$ cat config.mk
export PLATFORM = sky130hd
export DESIGN_NAME = link_pulse_gen
export DESIGN_NICKNAME = d
export VERILOG_FILES = /design/src/rtl/lpg_pkg.sv /design/src/rtl/lpg_period_timer.sv /design/src/rtl/lpg_burst_seq.sv /design/src/rtl/lpg_pulse_stretch.sv /design/src/rtl/link_pulse_gen.sv
export SDC_FILE = /design/constraint.sdc
export NUM_CORES = 1
export LEC_CHECK = 0
export BUFFER_PORTS_ARGS = -buffer_cell sky130_fd_sc_hd__buf_2
export CORE_MARGIN = 5
export CORE_UTILIZATION = 27
export DETAILED_ROUTE_END_ITERATION = 16
export PLACE_DENSITY = 0.45
export SLEW_MARGIN = 5
export SYNTH_ARGS = -nofsm -noshare
export SYNTH_HDL_FRONTEND = slang
export SYNTH_SLANG_ARGS = --single-unit
export TNS_END_PERCENT = 20
$ cat constraint.sdc
create_clock -name clk -period 2.05 [get_ports clk]
set_clock_uncertainty 0.1 [all_clocks]
set_input_delay 0.41 -clock clk [delete_from_list [all_inputs] [get_ports clk]]
set_output_delay 0.41 -clock clk [all_outputs]
set_load 0.1 [all_outputs]
$ cat src/rtl/lpg_pkg.sv
package lpg_pkg;

    typedef enum logic {
        LPG_NORMAL = 1'b0,
        LPG_NEGOT  = 1'b1
    } lpg_mode_e;

    localparam int LPG_CODE_BITS  = 16;
    localparam int LPG_CLK_PULSES = LPG_CODE_BITS + 1;

    typedef struct packed {
        logic clk_hit;
        logic data_hit;
    } lpg_hit_t;

    function automatic int lpg_cw(input int n);
        return (n < 2) ? 1 : $clog2(n);
    endfunction

endpackage

$ cat src/rtl/lpg_period_timer.sv
module lpg_period_timer
    import lpg_pkg::*;
#(
    parameter int NLP_PERIOD = 160000,
    parameter int FLP_PERIOD = 160000
) (
    input  logic      clk,
    input  logic      rst,
    input  logic      en_i,
    input  lpg_mode_e mode_i,
    output logic      start_o
);
    localparam int MAXP = (NLP_PERIOD > FLP_PERIOD) ? NLP_PERIOD : FLP_PERIOD;
    localparam int PW   = lpg_cw(MAXP);

    logic [PW-1:0] pcnt_q;
    lpg_mode_e     mode_q;
    logic [PW-1:0] limit;

    always_comb begin
        limit   = (mode_q == LPG_NEGOT) ? PW'(FLP_PERIOD - 1) : PW'(NLP_PERIOD - 1);
        start_o = en_i && (pcnt_q == '0);
    end

    always_ff @(posedge clk) begin
        if (rst || !en_i) begin
            pcnt_q <= '0;
            mode_q <= LPG_NORMAL;
        end else begin
            if (start_o) mode_q <= mode_i;
            pcnt_q <= (pcnt_q == limit) ? '0 : pcnt_q + 1'b1;
        end
    end

    // two period starts are never adjacent
    p_start_gap_r6: assert property (@(posedge clk) disable iff (rst)
        start_o |=> !start_o);

    // the counter never runs past the longest period
    p_cnt_bound_r10: assert property (@(posedge clk) disable iff (rst)
        pcnt_q < PW'(MAXP));

endmodule

$ cat src/rtl/lpg_burst_seq.sv
module lpg_burst_seq
    import lpg_pkg::*;
#(
    parameter int CLK_SPACING = 1250,
    parameter int DATA_OFFSET = 625,
    parameter int PULSE_W     = 1
) (
    input  logic                     clk,
    input  logic                     rst,
    input  logic                     en_i,
    input  logic                     start_i,
    input  logic [LPG_CODE_BITS-1:0] code_i,
    output lpg_hit_t                 hit_o,
    output logic                     done_o
);
    localparam int SW  = lpg_cw(CLK_SPACING);
    localparam int SLW = lpg_cw(LPG_CLK_PULSES);

    logic                     active_q;
    logic [SLW-1:0]           slot_q;
    logic [SW-1:0]            off_q;
    logic [LPG_CODE_BITS-1:0] word_q;
    logic                     last_slot;

    always_comb begin
        last_slot      = (slot_q == SLW'(LPG_CODE_BITS));
        hit_o.clk_hit  = start_i || (active_q && (off_q == '0));
        hit_o.data_hit = active_q && !last_slot && (off_q == SW'(DATA_OFFSET))
                         && word_q[slot_q[3:0]];
        done_o         = en_i && active_q && last_slot && (off_q == SW'(PULSE_W + 1));
    end

    always_ff @(posedge clk) begin
        if (rst || !en_i) begin
            active_q <= 1'b0;
            slot_q   <= '0;
            off_q    <= '0;
            word_q   <= '0;
        end else if (start_i) begin
            active_q <= 1'b1;
            slot_q   <= '0;
            off_q    <= SW'(1);
            word_q   <= code_i;
        end else if (active_q) begin
            if (done_o) begin
                active_q <= 1'b0;
            end else if (off_q == SW'(CLK_SPACING - 1)) begin
                off_q  <= '0;
                slot_q <= slot_q + 1'b1;
            end else begin
                off_q <= off_q + 1'b1;
            end
        end
    end

    // the slot index never passes the final clock pulse
    p_slot_bound_r3: assert property (@(posedge clk) disable iff (rst)
        active_q |-> slot_q <= SLW'(LPG_CODE_BITS));

    // a data slot never coincides with a clock slot
    p_data_apart_r4: assert property (@(posedge clk) disable iff (rst)
        hit_o.data_hit |-> !hit_o.clk_hit);

    // the end strobe lasts one cycle
    p_done_single_r8: assert property (@(posedge clk) disable iff (rst)
        done_o |=> !done_o);

endmodule

$ cat src/rtl/lpg_pulse_stretch.sv
module lpg_pulse_stretch
    import lpg_pkg::*;
#(
    parameter int PULSE_W = 1
) (
    input  logic clk,
    input  logic rst,
    input  logic en_i,
    input  logic trig_i,
    output logic pulse_o
);
    localparam int CW = lpg_cw(PULSE_W + 1);

    logic [CW-1:0] cnt_q;

    always_ff @(posedge clk) begin
        if (rst || !en_i)          cnt_q <= '0;
        else if (trig_i)           cnt_q <= CW'(PULSE_W);
        else if (cnt_q != '0)      cnt_q <= cnt_q - 1'b1;
    end

    assign pulse_o = en_i && (cnt_q != '0);

    // no new trigger arrives while a pulse is still running
    p_no_overlap_r1: assert property (@(posedge clk) disable iff (rst)
        (cnt_q > CW'(1)) |-> !trig_i);

endmodule

$ cat src/rtl/link_pulse_gen.sv
module link_pulse_gen
    import lpg_pkg::*;
#(
    parameter int PULSE_W     = 1,
    parameter int NLP_PERIOD  = 160000,
    parameter int FLP_PERIOD  = 160000,
    parameter int CLK_SPACING = 1250,
    parameter int DATA_OFFSET = 625
) (
    input  logic        clk,
    input  logic        rst,
    input  logic        en_i,
    input  logic        mode_i,
    input  logic [15:0] code_i,
    output logic        pulse_o,
    output logic        done_o
);
    localparam int RW = lpg_cw(PULSE_W + 2);

    lpg_mode_e mode_in;
    logic      start;
    logic      start_norm;
    logic      start_neg;
    lpg_hit_t  hit;
    logic      trig;

    assign mode_in    = lpg_mode_e'(mode_i);
    assign start_norm = start && (mode_in == LPG_NORMAL);
    assign start_neg  = start && (mode_in == LPG_NEGOT);
    assign trig       = start_norm || hit.clk_hit || hit.data_hit;

    lpg_period_timer #(
        .NLP_PERIOD (NLP_PERIOD),
        .FLP_PERIOD (FLP_PERIOD)
    ) u_timer (
        .clk     (clk),
        .rst     (rst),
        .en_i    (en_i),
        .mode_i  (mode_in),
        .start_o (start)
    );

    lpg_burst_seq #(
        .CLK_SPACING (CLK_SPACING),
        .DATA_OFFSET (DATA_OFFSET),
        .PULSE_W     (PULSE_W)
    ) u_burst (
        .clk     (clk),
        .rst     (rst),
        .en_i    (en_i),
        .start_i (start_neg),
        .code_i  (code_i),
        .hit_o   (hit),
        .done_o  (done_o)
    );

    lpg_pulse_stretch #(
        .PULSE_W (PULSE_W)
    ) u_stretch (
        .clk     (clk),
        .rst     (rst),
        .en_i    (en_i),
        .trig_i  (trig),
        .pulse_o (pulse_o)
    );

    // run length of the line, used by the width checks
    logic [RW-1:0] run_q;
    always_ff @(posedge clk) begin
        if (rst)               run_q <= '0;
        else if (!pulse_o)     run_q <= '0;
        else if (run_q != RW'(PULSE_W + 1)) run_q <= run_q + 1'b1;
    end

    // a pulse never exceeds its width
    p_run_cap_r1: assert property (@(posedge clk) disable iff (rst)
        run_q <= RW'(PULSE_W));

    // a pulse that ends with enable held is exactly PULSE_W long
    p_width_exact_r1: assert property (@(posedge clk) disable iff (rst)
        ($fell(pulse_o) && en_i && $past(en_i)) |-> run_q == RW'(PULSE_W));

    // the end strobe falls on a low cycle of the line
    p_done_low_r8: assert property (@(posedge clk) disable iff (rst)
        done_o |-> !pulse_o);

    // disabled block stays quiet
    p_quiet_off_r9: assert property (@(posedge clk) disable iff (rst)
        !en_i |=> (!pulse_o && !done_o) || en_i);

endmodule

[After elaboration in Yosys (flattened, before gate mapping)]
Index checks and enable logic that the tools add are counted.
Word-level totals
  bits of input ports: 20
  bits in registers: 52
  output and inout bits: 2
  word-level logic and storage cells: 56
Cells by class
  multiplexer cells: 11
  bitwise gates (word level): 2
  add/sub/neg operators: 4
  equal/unequal tests: 6
  $lt $le $gt $ge: 1
  reductions and logical operators: 25
Operator list (count)
  $add A18 B1 Y18 const B: 1
  $eq A18 B18 Y1 const B: 1
  $logic_not A18 Y1: 1
  $add A11 B1 Y11 const B: 1
  $eq A11 B10 Y1 const B: 1
  $eq A11 B11 Y1 const B: 1
  $eq A11 B2 Y1 const B: 1
  $logic_and A1 B1 Y1: 11
  $logic_not A11 Y1: 1
  $mux W11: 1
  $mux W1: 9
  $add A5 B1 Y5 const B: 1
  $eq A5 B5 Y1 const B: 1
  $lt A4 B5 Y1 const B: 1
  $bmux W1 S4: 1
  $logic_or A1 B1 Y1: 4
  $reduce_and A2 Y1: 2
  $reduce_or A2 Y1: 2
  $reduce_and A3 Y1: 1
  $logic_not A1 Y1: 2
  $ne A2 B1 Y1 const B: 1
  $not A1 Y1: 2
  $reduce_bool A2 Y1: 1
  $sub A1 B1 Y1 const B: 1

[Longest topological paths before layout]
  word-level depth: 7
  mapped depth: 9
  gate-level depth less buffers: 7

[By module]
Synthesis repeated with hierarchy kept, for this count alone.
Second synthesis, totals
  cells, all modules: 293
  area total of the unflattened synthesis: 2640.0 um^2
Modules (own cells, without submodules)
  lpg_burst_seq: area each 1700.4 um^2, cells an instance 183, instances 1, seq. area each 660.6 um^2
  lpg_period_timer: area each 884.6 um^2, cells an instance 103, instances 1, seq. area each 360.3 um^2
  lpg_pulse_stretch: area each 35.0 um^2, cells an instance 3, instances 1, seq. area each 20.0 um^2
  link_pulse_gen: area each 20.0 um^2, cells an instance 4, instances 1, seq. area each 0.0 um^2

[Worst setup path before layout]
No wires, ideal clock.
  path type: flip-flop to output port
  start: reg u_burst.slot_q[1]
  end: out done_o
  data arrival time: 2.270 ns
  slack: -0.730 ns
  required time: 1.540 ns
  cell stages (with the launch flop): 7
  cell sequence: dfxtp_1 -> clkbuf_1 -> inv_1 -> ha_1 -> and4bb_2 -> nand3_1 -> nor2_1
On the way
  longest elaborated chain between the ends: 3
Ends and longest elaborated chain
  from (decl): line lpg_burst_seq.sv:20  | logic [SLW-1:0] slot_q;
  from (signal assigned): line lpg_burst_seq.sv:49  | slot_q <= slot_q + 1'b1;
  $eq A5 B5 Y1: line lpg_burst_seq.sv:26  | last_slot = (slot_q == SLW'(LPG_CODE_BITS));
  $logic_and A1 B1 Y1 (2 in a row): line lpg_burst_seq.sv:30  | done_o = en_i && active_q && last_slot && (off_q == SW'(PULSE_W + 1));
  to (decl): line link_pulse_gen.sv:16  | output logic done_o
No other way between the ends.

[Worst setup path after layout]
  start: reg u_burst.slot_q[0]
  end: out done_o
The elaborated chain is that of the path after synthesis.

==> impl_results.md <==
* Die ar. at 0.0113 mm2
* Vias in the first global route at approximately 1800
* PD cells at between 600 and 700 mW/mm2
* Fmax at 497 MHz
* Slew Viols, Final at 0
* RSZ-0062 raised after global routing: true
* Die Span X at about 110 um
* Prevailing post-synth register cell: dfxtp_1
* Worst-path cell chain: inv_2 -> ha_4 -> and4bb_2 -> nand3_4 -> nor2_4 -> buf_12
* Initial antenna violation count at 0
* CP arrival at 1.50 ns
* # hold bufs at CTS at 0
* Largest family of logic cells by synthesized area: simple AND/OR/NAND/NOR gates
* Final GP Congestion at 0.750
* Fin cells at 424
* Cell Rows at 35
* Synth Warn # at 0
* CTS tree: yes
* Core area at 0.00915 mm2
* Hold Vio Cnt, Final at 0
* Sw power at 0.437 mW
* Register area share after synthesis at 0.415
* Adder-Cell Fraction of Synth Area at 0.0399
* Power, Total at 1.89 mW
* DP Worst Slack at -0.00803 ns
* Clk_lat worst skew at 0.30 ns
* Setup-failing EPs final at 0
* Compound-Gate Fraction of Synth Area at 0.0264
* Hold_ws at roughly 0.24 ns
* Routed WL at 5.29 mm
* Post-Synthesis Cells at 271
* Crit path required time at 1.54 ns
* Synth top cells by count: 57 x nor2_1, 52 x dfxtp_1, 20 x mux2i_1
* First-pass GRT wire length at 9.11 mm
* Simple-gate share of the synthesized area at 0.259
* DP HPWL at 3.81 mm
* Max H-tree Level at 2
* Count leader, synth: nor2_1
* Leak at 1.15 nW
* Fin worst setup slack at 0.0362 ns
* Initial Utilization at 0.274
* Flip-flop and latch area at approximately 0.0010 mm2
* Final net count at 340
* Share of cells above drive strength 1 at 0.246
* Tmin final at ~2.0 ns
* Crit Path Class: reg -> out
* GRT Residual Overflow at 0
* Routed vias/inst at 4.44
* Syn Nets at 299
* Routed Antenna Nets at 0
* DR vias at between 1500 and 2000
* Synthesized flop and latch total at 52
* # IOs at 22
* CP max stage delay at 0.34 ns
* Die Height at ~110 um
* Nature of the critical path startpoint: register
* Filler instances at 934
* TritonCTS buffer count at 5
* Final TNS setup at 0 ns
* Final Cycle Share at 0.982
* Clk pin slew, worst setup/hold paths at 0.10 ns
* Xor/xnor cell area share of the yosys netlist at 0.101
* Worst slew pin tran at approximately 0.43 ns
* Area growth, synth to finish at 24.3%
* Clock Power Share at 0.386
* Sw Share at 0.231
* Largest net degree at the start of global routing at 19
* WL/cell at 12.5 um
* Post-synth EDFFs at 0
* Distinct cell type count after synthesis at 40
* Crit end category: output port
* Worst hold path type: in -> reg
* Post-synth design cell area at 0.00251 mm2
* CTS Buffer Depth at 2
* Top post-synthesis cells by area: dfxtp_1 41%, nor2_1 8.5%, mux2i_1 8.0%
* Max-Cap Viols at 0
* Drt pass-1 iters at 4
* Overall Global Routing Usage at 0.0986
* Mux contribution to synthesized area at 0.116
* Peak supply drop at between 0.4 and 0.5 mV
* Placed Cells at around 400
* # DRC at 0
* Synth Area per Inst at a little over 9 um2
* Clock root cell: clkbuf_8
* Initial DRC Count at 41
* Area leader, netlist: dfxtp_1
* Async set-reset flop share out of synthesis at 0
* P_int at 1.45 mW
* Combinational share of power at 0.070
* Crit-path slowest cell: dfxtp_2
* Seq pwr share at 0.543
* Post-synth top area share at 0.415
* Slew headroom at 0.710
* Clock tree sinks at 52
* N_diodes at 0
* Area of the multi-input gates at roughly 0.0014 mm2
* Status: complete, no violations
* Critical Path Fanout Max at 2
* PortBufs at 21
## path summary, 6_finish.rpt
path | from | end | slack (ns) | cells past startpoint
setup / recovery | u_burst.slot_q[0] | done_o | 0.04 | 6
hold / removal | code_i[8] | u_burst.word_q[8] | 0.24 | 3
setup reg to reg | u_burst.slot_q[0] | u_burst.off_q[1] | 0.14 | 9
hold reg to reg | u_timer.pcnt_q[0] | u_timer.pcnt_q[0] | 0.39 | 1
## worst max-delay path, delay by kind of cell (launching register included)
kind | cells | cell delay [ns]
buffers and inverters | 2 | 0.26
flip-flops | 1 | 0.34
AND/OR/NAND/NOR | 3 | 0.49
adder cells (fa/ha/maj) | 1 | 0.12
## final cells by class
class | count | area share
Timing Repair Buffer | 45 | 0.111
Tap cell | 111 | 0.0445
Multi-Input combinational cell | 198 | 0.460
Sequential cell | 52 | 0.335
Inverter | 10 | 0.0120
Clock buffer | 5 | 0.0221
Clock inverter | 3 | 0.0148
## sequential cells by signal, indices dropped and copies added (netlist names)
signal,cells
u_burst.slot_q,5
u_burst.word_q,16
u_burst.active_q,1
u_burst.off_q,11
u_timer.pcnt_q,18
u_stretch.cnt_q,1
## per-layer routing
| layer | vias up | GRT usage | share of wire |
|---|---|---|---|
| li1 | 1001 | - | - |
| met1 | 862 | 0.141 | 0.50 |
| met2 | 16 | 0.147 | 0.47 |
| met3 | 2 | 0.0237 | 0.028 |
| met4 | 0 | 0.0292 | 0.0059 |
| met5 | - | 0 | 0 |
## metrics by stage
step / cell area (um2) / util
global route: 3120 / 0.341
CTS: 3020 / 0.330
floorplan: 2520 / -
finish: 3120 / 0.341
global placement: 2840 / 0.310
detailed placement: 2840 / 0.310
## repair_timing
item,CTS,global route
buffers inserted,6,4
endpoints found under the setup margin,1,25
resized for setup,8,9
pin swaps,3,6
cloned,0,1
## kinds of logic after synthesis
kind of cell,Yosys count
multiplexers,24
AO/OA/AOI/OAI,9
buffers and inverters,21
flip-flops,52
XOR/XNOR,29
AND/OR/NAND/NOR,128
adder cells (fa/ha/maj),8
## power groups by stage
stage / sequential [mW] / clock (mW) / combinational [mW]
floorplan: 1.05 / 0 / 0.0806
global placement: 1.05 / 0 / 0.123
detailed placement: 1.05 / 0 / 0.123
CTS: 1.03 / 0.757 / 0.125
global route: 1.03 / 0.808 / 0.146
finish: 1.03 / 0.730 / 0.133
## layout by cell type, fill, tap and decap left out, types with 2 or more instances in the layout
cell type	n
a21oi_1	3
and2_1	2
and3_1	7
and4_1	2
buf_12	3
buf_2	19
buf_4	22
clkbuf_8	5
dfxtp_1	48
dfxtp_2	4
ha_1	7
inv_1	8
inv_2	2
mux2i_1	20
mux4_2	4
nand2_1	15
nand2b_1	3
nand3_1	15
nand4_1	5
nor2_1	56
nor3_1	2
nor4_1	2
nor4_4	2
nor4b_1	2
o21ai_0	2
or4_1	2
xnor2_1	10
xor2_1	19
Note: power is estimated with default switching activity, not from simulation.
